[config.mk]
export PLATFORM = sky130hd
export DESIGN_NAME = ptw_walker
export DESIGN_NICKNAME = d
export VERILOG_FILES = /design/src/rtl/ptw_pkg.sv /design/src/rtl/ptw_addr_gen.sv /design/src/rtl/ptw_entry_dec.sv /design/src/rtl/ptw_leaf_map.sv /design/src/rtl/ptw_walker.sv
export SDC_FILE = /design/constraint.sdc
export NUM_CORES = 1
export LEC_CHECK = 0
export ABC_CLOCK_PERIOD_IN_PS = 6950
export CELL_PAD_IN_SITES_DETAIL_PLACEMENT = 1
export CELL_PAD_IN_SITES_GLOBAL_PLACEMENT = 1
export CORE_MARGIN = 1
export CORE_UTILIZATION = 54
export DETAILED_ROUTE_END_ITERATION = 8
export DONT_BUFFER_PORTS = 1
export GPL_TIMING_DRIVEN = 0
export PLACE_DENSITY_LB_ADDON = 0.1
export SETUP_SLACK_MARGIN = 0.02
export SKIP_CTS_REPAIR_TIMING = 1
export SLEW_MARGIN = 20
export SYNTH_ARGS = -nofsm -noshare
export SYNTH_HDL_FRONTEND = slang
export SYNTH_HIERARCHICAL = 1
export SYNTH_SLANG_ARGS = --single-unit
[constraint.sdc]
create_clock -name clk -period 6.95 [get_ports clk]
set_input_delay 0.3475 -clock clk [delete_from_list [all_inputs] [get_ports clk]]
set_output_delay 0.3475 -clock clk [all_outputs]
set_load 0.02 [all_outputs]
[src/rtl/ptw_pkg.sv]
package ptw_pkg;

    localparam int unsigned PAGE_W = 12;
    localparam int unsigned IDX1_W = 8;
    localparam int unsigned IDXN_W = 6;
    localparam int unsigned LAST_LVL = 3;

    localparam int unsigned REF_BIT = 5;
    localparam int unsigned MOD_BIT = 6;
    localparam int unsigned ACC_LO = 2;
    localparam int unsigned PPN_LO = 8;

    localparam logic [2:0] FT_INVALID  = 3'd1;
    localparam logic [2:0] FT_RESERVED = 3'd4;

    typedef enum logic [1:0] {
        ET_INV  = 2'd0,
        ET_PTR  = 2'd1,
        ET_LEAF = 2'd2,
        ET_RSV  = 2'd3
    } etype_e;

    typedef enum logic [1:0] {
        KIND_READ  = 2'd0,
        KIND_WRITE = 2'd1,
        KIND_FETCH = 2'd2
    } kind_e;

    typedef enum logic [1:0] {
        PG_4K   = 2'd0,
        PG_256K = 2'd1,
        PG_16M  = 2'd2
    } pgsize_e;

    typedef enum logic [1:0] {
        ST_IDLE  = 2'd0,
        ST_RD    = 2'd1,
        ST_RWAIT = 2'd2,
        ST_WR    = 2'd3
    } state_e;

    // lowest VA bit of the table index used at a given level (1..3)
    function automatic int unsigned idx_lo(input int unsigned lvl);
        return PAGE_W + (LAST_LVL - lvl) * IDXN_W;
    endfunction

    function automatic int unsigned idx_w(input int unsigned lvl);
        return (lvl == 1) ? IDX1_W : IDXN_W;
    endfunction

endpackage

[src/rtl/ptw_addr_gen.sv]
module ptw_addr_gen #(
    parameter int unsigned VA_W   = 32,
    parameter int unsigned WORD_W = 32,
    parameter int unsigned CTX_W  = 8,
    localparam int unsigned PA_W  = WORD_W + 4,
    localparam int unsigned VPN_W = VA_W - ptw_pkg::PAGE_W
) (
    input  logic [1:0]        level,
    input  logic [WORD_W-1:2] ptr_field,
    input  logic [VPN_W-1:0]  vpn,
    input  logic [WORD_W-1:0] ctx_ptr,
    input  logic [CTX_W-1:0]  ctx_num,
    output logic [PA_W-1:0]   addr
);
    import ptw_pkg::*;

    logic [PA_W-1:0] idx_off [0:3];
    logic [PA_W-1:0] tbl_base;
    logic [PA_W-1:0] ctx_addr;

    assign idx_off[0] = '0;

    for (genvar l = 1; l <= 3; l++) begin : g_idx
        localparam int unsigned LO = idx_lo(l) - PAGE_W;
        localparam int unsigned W  = idx_w(l);
        assign idx_off[l] = PA_W'({vpn[LO+W-1:LO], 2'b00});
    end

    assign tbl_base = {ptr_field, 6'b000000};
    assign ctx_addr = {ctx_ptr, 4'b0000} + PA_W'({ctx_num, 2'b00});

    always_comb begin
        if (level == 2'd0) begin
            addr = ctx_addr;
        end else begin
            addr = tbl_base + idx_off[level];
        end
    end

endmodule

[src/rtl/ptw_entry_dec.sv]
module ptw_entry_dec #(
    parameter int unsigned WORD_W = 32,
    parameter int unsigned ERR_W  = 10
) (
    input  logic [1:0]        level,
    input  logic [WORD_W-1:0] entry,
    input  logic              is_write,
    output logic              go_down,
    output logic              is_leaf,
    output logic              is_fault,
    output logic [ERR_W-1:0]  err,
    output logic              need_wb,
    output logic [WORD_W-1:0] wb_word
);
    import ptw_pkg::*;

    logic [2:0] ft;

    always_comb begin
        go_down = 1'b0;
        is_leaf = 1'b0;
        ft      = FT_INVALID;
        unique case (etype_e'(entry[1:0]))
            ET_INV: ft = FT_INVALID;
            ET_PTR: begin
                if (level != 2'(LAST_LVL)) go_down = 1'b1;
                else                       ft = FT_RESERVED;
            end
            ET_LEAF: begin
                if (level != 2'd0) is_leaf = 1'b1;
                else               ft = FT_RESERVED;
            end
            default: ft = FT_RESERVED;
        endcase
        is_fault = !go_down && !is_leaf;
    end

    assign err = is_fault ? ERR_W'({level, 3'b000, ft, 2'b00}) : '0;

    always_comb begin
        need_wb = !entry[REF_BIT] || (is_write && !entry[MOD_BIT]);
        wb_word = entry;
        wb_word[REF_BIT] = 1'b1;
        if (is_write) wb_word[MOD_BIT] = 1'b1;
    end

endmodule

[src/rtl/ptw_leaf_map.sv]
module ptw_leaf_map #(
    parameter int unsigned WORD_W = 32,
    localparam int unsigned PA_W  = WORD_W + 4,
    localparam int unsigned OFF_W = ptw_pkg::idx_lo(1)
) (
    input  logic [1:0]               level,
    input  logic [WORD_W-1:ptw_pkg::PPN_LO] ppn,
    input  logic [OFF_W-1:0]         va_low,
    output logic [PA_W-1:0]          pa,
    output ptw_pkg::pgsize_e         size
);
    import ptw_pkg::*;

    logic [OFF_W-1:0] off [0:3];
    logic [PA_W-1:0]  page_base;

    assign off[0] = '0;

    for (genvar l = 1; l <= 3; l++) begin : g_off
        localparam int unsigned KEEP = idx_lo(l);
        localparam logic [OFF_W-1:0] MASK = OFF_W'((64'd1 << KEEP) - 64'd1);
        assign off[l] = va_low & MASK;
    end

    assign page_base = {ppn, 12'h000};
    assign pa        = page_base + PA_W'(off[level]);

    always_comb begin
        unique case (level)
            2'd1:    size = PG_16M;
            2'd2:    size = PG_256K;
            default: size = PG_4K;
        endcase
    end

endmodule

[src/rtl/ptw_walker.sv]
module ptw_walker #(
    parameter int unsigned VA_W   = 32,
    parameter int unsigned WORD_W = 32,
    parameter int unsigned CTX_W  = 8,
    parameter int unsigned ROM_W  = 19,
    localparam int unsigned PA_W  = WORD_W + 4,
    localparam int unsigned ERR_W = 10
) (
    input  logic              clk,
    input  logic              rst_n,
    input  logic              req_valid,
    output logic              req_ready,
    input  logic [VA_W-1:0]   req_va,
    input  logic [1:0]        req_kind,
    input  logic              req_user,
    input  logic              cfg_bypass,
    input  logic              cfg_boot,
    input  logic [PA_W-1:0]   cfg_rom_base,
    input  logic [WORD_W-1:0] cfg_ctx_ptr,
    input  logic [CTX_W-1:0]  cfg_ctx_num,
    output logic              mem_valid,
    input  logic              mem_ready,
    output logic              mem_we,
    output logic [PA_W-1:0]   mem_addr,
    output logic [WORD_W-1:0] mem_wdata,
    input  logic              mem_rvalid,
    input  logic [WORD_W-1:0] mem_rdata,
    output logic              done,
    output logic [PA_W-1:0]   rsp_pa,
    output logic [1:0]        rsp_size,
    output logic [ERR_W-1:0]  rsp_err,
    output logic [2:0]        rsp_acc,
    output logic              rsp_mod,
    output logic [2:0]        rsp_rights,
    output logic              rsp_user
);
    import ptw_pkg::*;

    localparam int unsigned OFF_W = idx_lo(1);
    localparam logic [2:0] RIGHTS_ALL  = 3'b111;
    localparam logic [2:0] RIGHTS_ROM  = 3'b101;

    typedef struct packed {
        state_e            st;
        logic [1:0]        lvl;
        logic [VA_W-1:0]   va;
        logic              wr;
        logic [PA_W-1:0]   addr;
        logic [WORD_W-1:0] word;
        logic              done;
        logic [PA_W-1:0]   pa;
        pgsize_e           size;
        logic [ERR_W-1:0]  err;
        logic [2:0]        acc;
        logic              mod;
        logic [2:0]        rights;
        logic              user;
    } walk_s;

    walk_s q, d;

    // shared datapath
    logic [1:0]        gen_lvl;
    logic [PA_W-1:0]   nxt_addr;
    logic [VA_W-1:0]   gen_va;
    logic              dec_down, dec_leaf, dec_fault, dec_wb;
    logic [ERR_W-1:0]  dec_err;
    logic [WORD_W-1:0] dec_wb_word;
    logic [PA_W-1:0]   leaf_pa;
    pgsize_e           leaf_size;

    assign gen_lvl = (q.st == ST_IDLE) ? 2'd0 : q.lvl + 2'd1;
    assign gen_va  = (q.st == ST_IDLE) ? req_va : q.va;

    ptw_addr_gen #(
        .VA_W  (VA_W),
        .WORD_W(WORD_W),
        .CTX_W (CTX_W)
    ) i_addr_gen (
        .level    (gen_lvl),
        .ptr_field(mem_rdata[WORD_W-1:2]),
        .vpn      (gen_va[VA_W-1:PAGE_W]),
        .ctx_ptr  (cfg_ctx_ptr),
        .ctx_num  (cfg_ctx_num),
        .addr     (nxt_addr)
    );

    ptw_entry_dec #(
        .WORD_W(WORD_W),
        .ERR_W (ERR_W)
    ) i_entry_dec (
        .level   (q.lvl),
        .entry   (mem_rdata),
        .is_write(q.wr),
        .go_down (dec_down),
        .is_leaf (dec_leaf),
        .is_fault(dec_fault),
        .err     (dec_err),
        .need_wb (dec_wb),
        .wb_word (dec_wb_word)
    );

    ptw_leaf_map #(
        .WORD_W(WORD_W)
    ) i_leaf_map (
        .level (q.lvl),
        .ppn   (mem_rdata[WORD_W-1:PPN_LO]),
        .va_low(q.va[OFF_W-1:0]),
        .pa    (leaf_pa),
        .size  (leaf_size)
    );

    always_comb begin
        d      = q;
        d.done = 1'b0;
        unique case (q.st)
            ST_IDLE: begin
                if (req_valid) begin
                    d.va   = req_va;
                    d.wr   = (req_kind == KIND_WRITE);
                    d.user = req_user;
                    if (cfg_bypass) begin
                        d.done = 1'b1;
                        d.err  = '0;
                        d.size = PG_4K;
                        d.acc  = '0;
                        d.mod  = 1'b0;
                        if (cfg_boot && (req_kind == KIND_FETCH)) begin
                            d.pa     = cfg_rom_base | PA_W'(req_va[ROM_W-1:0]);
                            d.rights = RIGHTS_ROM;
                        end else begin
                            d.pa     = PA_W'(req_va);
                            d.rights = RIGHTS_ALL;
                        end
                    end else begin
                        d.st   = ST_RD;
                        d.lvl  = 2'd0;
                        d.addr = nxt_addr;
                    end
                end
            end
            ST_RD: begin
                if (mem_ready) d.st = ST_RWAIT;
            end
            ST_RWAIT: begin
                if (mem_rvalid) begin
                    if (dec_fault) begin
                        d.st     = ST_IDLE;
                        d.done   = 1'b1;
                        d.err    = dec_err;
                        d.pa     = '0;
                        d.size   = PG_4K;
                        d.acc    = '0;
                        d.mod    = 1'b0;
                        d.rights = '0;
                    end else if (dec_down) begin
                        d.st   = ST_RD;
                        d.lvl  = q.lvl + 2'd1;
                        d.addr = nxt_addr;
                    end else begin
                        d.pa     = leaf_pa;
                        d.size   = leaf_size;
                        d.err    = '0;
                        d.acc    = mem_rdata[ACC_LO+2:ACC_LO];
                        d.rights = '0;
                        d.mod    = dec_wb_word[MOD_BIT];
                        if (dec_wb) begin
                            d.word = dec_wb_word;
                            d.st   = ST_WR;
                        end else begin
                            d.done = 1'b1;
                            d.st   = ST_IDLE;
                        end
                    end
                end
            end
            ST_WR: begin
                if (mem_ready) begin
                    d.done = 1'b1;
                    d.st   = ST_IDLE;
                end
            end
            default: d.st = ST_IDLE;
        endcase
    end

    always_ff @(posedge clk or negedge rst_n) begin
        if (!rst_n) begin
            q <= '0;
        end else begin
            q <= d;
        end
    end

    assign req_ready  = (q.st == ST_IDLE);
    assign mem_valid  = (q.st == ST_RD) || (q.st == ST_WR);
    assign mem_we     = (q.st == ST_WR);
    assign mem_addr   = q.addr;
    assign mem_wdata  = q.word;
    assign done       = q.done;
    assign rsp_pa     = q.pa;
    assign rsp_size   = q.size;
    assign rsp_err    = q.err;
    assign rsp_acc    = q.acc;
    assign rsp_mod    = q.mod;
    assign rsp_rights = q.rights;
    assign rsp_user   = q.user;

endmodule

==> flow_metrics.tcl <==
set metrics [dict create \
    outcome "finished clean" \
    min_path_type "input pin to register" \
    powerDensity_nw_per_um2 419 \
    antenna_found_initial 2 \
    grt_pass1_vias 8984 \
    dp_hpwl_um 25200 \
    cp.required_ns 7.27 \
    regArea_um2 4030 \
    max-cap-violations 0 \
    via_count 8494 \
    post-route-min-period_ns 4.98 \
    place_congestion 0.891 \
    viasPerCell 5.99 \
    clock_sinks 161 \
    grt_max_degree 162 \
    multi_input_area_um2 5950 \
    slew_headroom_pct 40.0 \
    grt.total_usage_pct 31.1 \
    syn_area_um2 11500 \
    critPathKind "register to register" \
    fp.dieH_um 148 \
    area_growth_pct 8.99 \
    p_sw_share_pct 40.1 \
    grt_pass1_wl_um 51700 \
    fillers 2288 \
    path_clk_slew_ns 0.07 \
    wl_met2_um 15800 \
    drt_pass1_iterations 5 \
    wl_met3_um 2360 \
    netSwitchingPower_mw 2.11 \
    setup_viol 0 \
    slew_viol_final 0 \
    overflow 0 \
    ys_warn_count 6 \
    cp-end-kind "register" \
    leakagePower_nw 5.58 \
    fmaxAchievable_ghz 0.201 \
    drc_errors 0 \
    cts_tree "yes" \
    stdcell_count 1418 \
    antenna_cells 0 \
    die-width_um 148 \
    drtIter0Drc 418 \
    fin_setup_tns_ns 0 \
    avgRoutedWirePerCell_um 23.6 \
    worst_slew_pin_slew_ns 0.901 \
    rsz0062_at_grt "no" \
    post-route-period-util_pct 71.6 \
    pin_count 278 \
    finalWirelength_um 33400 \
    max-vdd-ir-drop_uv 222 \
    htreeDepth 4 \
    rows 53 \
    cts_max_path_buffers 2 \
    ctsRootBufferMaster "clkbuf_16" \
    clockPowerShare_pct 19.4 \
    critPathLaunchType "register" \
    cts_buffers 17 \
    postRouteAntennaNets 0 \
    worstPathArrival_ns 5.29 \
    dr.max_layer_used "met5" \
    p_comb_share_pct 50.4 \
    synth_area_per_cell_um2 10.4 \
    worstSkewPairLatency_ns 0.43 \
    syn_inst 1102 \
    start_util_pct 54.9 \
    io_buffers 0 \
    dieArea_um2 21900 \
    wl_met1_um 14300 \
    dp.cells 1383 \
    worstPathMaxFanout 10 \
    pwr-share-seq_pct 30.2 \
    drive_gt1_share_pct 33.9 \
    p_int_mw 3.15 \
    layout.nets 1305 \
    fin_skew_ns 0.0128 \
    hold_viol 0 \
    core_um2 21000 \
]
==> power by group through the flow <==
stage,Combinational (mW),Clock (mW),Sequential [mW]
2_1_floorplan,2.19,0,1.52
3_3_place_gp,2.55,0,1.58
3_5_place_dp,2.61,0,1.60
4_1_cts,2.63,1.04,1.59
5_1_grt,2.83,1.08,1.64
6_report,2.65,1.02,1.59
==> cells in the final DEF, fill, tap and decap left out, types with 11 or more instances in the layout <==
cell type / instances
inv_1: 20
xnor2_1: 27
ha_1: 22
mux2_1: 22
buf_2: 22
o2bb2ai_1: 33
xor2_1: 43
and3_1: 11
mux2i_1: 35
a22o_1: 19
nand4_1: 24
mux2_2: 138
buf_4: 162
clkbuf_16: 17
nor2_1: 27
a21oi_1: 37
nand2_1: 30
nor2b_1: 20
clkbuf_1: 26
and2_1: 18
dfrtp_1: 161
nand3_1: 32
o21ai_0: 21
==> area by class of cell <==
| cell class | count | share of cell area [%] |
|---|---|---|
| Timing Repair Buffer | 3 | 0.379 |
| Multi-Input combinational cell | 711 | 47.4 |
| Clock inverter | 14 | 1.53 |
| Sequential cell | 161 | 32.1 |
| Inverter | 20 | 0.598 |
| Clock buffer | 18 | 3.42 |
| Tap cell | 275 | 2.74 |
| Buffer | 216 | 11.8 |
==> sequential cells by signal, indices dropped and copies added, names as in the netlist <==
| signal | count |
|---|---|
| q | 37 |
| mem_addr | 36 |
| rsp_pa | 36 |
| mem_wdata | 32 |
| rsp_err | 10 |
| rsp_acc | 3 |
| rsp_rights | 2 |
| rsp_size | 2 |
| done | 1 |
| rsp_mod | 1 |
| rsp_user | 1 |
==> path summary, 6_finish.rpt <==
check                                           from                        end  slack (ns)  cells after the start
setup / recovery                  q[161]$_DFFE_PN0P_   mem_addr[20]$_DFFE_PN0P_        1.97                     16
hold / removal                          mem_rdata[2]     rsp_acc[0]$_DFFE_PN0P_        0.05                      1
setup reg to reg                  q[161]$_DFFE_PN0P_   mem_addr[20]$_DFFE_PN0P_        1.97                     16
hold reg to reg            rsp_rights[1]$_DFFE_PN0P_  rsp_rights[1]$_DFFE_PN0P_        0.49                      1
max in group asynchronous                      rst_n   mem_addr[33]$_DFFE_PN0P_        5.64                      2
min in group asynchronous                      rst_n   mem_addr[19]$_DFFE_PN0P_        0.57                      2
==> per-layer routing <==
metal | track usage [%] | up-vias
met5 | 0 | -
met4 | 11.2 | 4
met3 | 8.49 | 59
met2 | 49.8 | 290
met1 | 40.2 | 4278
li1 | - | 3863
==> critical path, stage by stage, from the launching register on <==
cell and delay (ns):
dfrtp_1 0.42, buf_2 0.22, nor2_2 0.33, buf_2 0.45, nor2_1 0.12, clkbuf_1 0.29
mux2_2 0.36, a22o_1 0.25, ha_1 0.23, fa_1 0.44, a211oi_1 0.41, nor2_1 0.13
clkbuf_1 0.28, nand3_1 0.18, xor2_1 0.29, mux2i_1 0.13, mux2_1 0.32
==> per-stage QoR <==
step	hold WS [ns]	util, %	area, µm²	setup slack (ns)	total power [mW]
6_report	0.0459	59.9	12500	1.97	5.25
5_1_grt	0.0259	59.9	12500	1.73	5.54
3_3_place_gp	0.0559	56.7	11900	2.24	4.13
3_5_place_dp	0.0557	56.7	11900	2.04	4.21
4_1_cts	-0.407	59.6	12500	2.01	5.25
2_1_floorplan	0.0519	-	11500	3.13	3.71
Note: power is estimated with default switching activity, not from simulation.
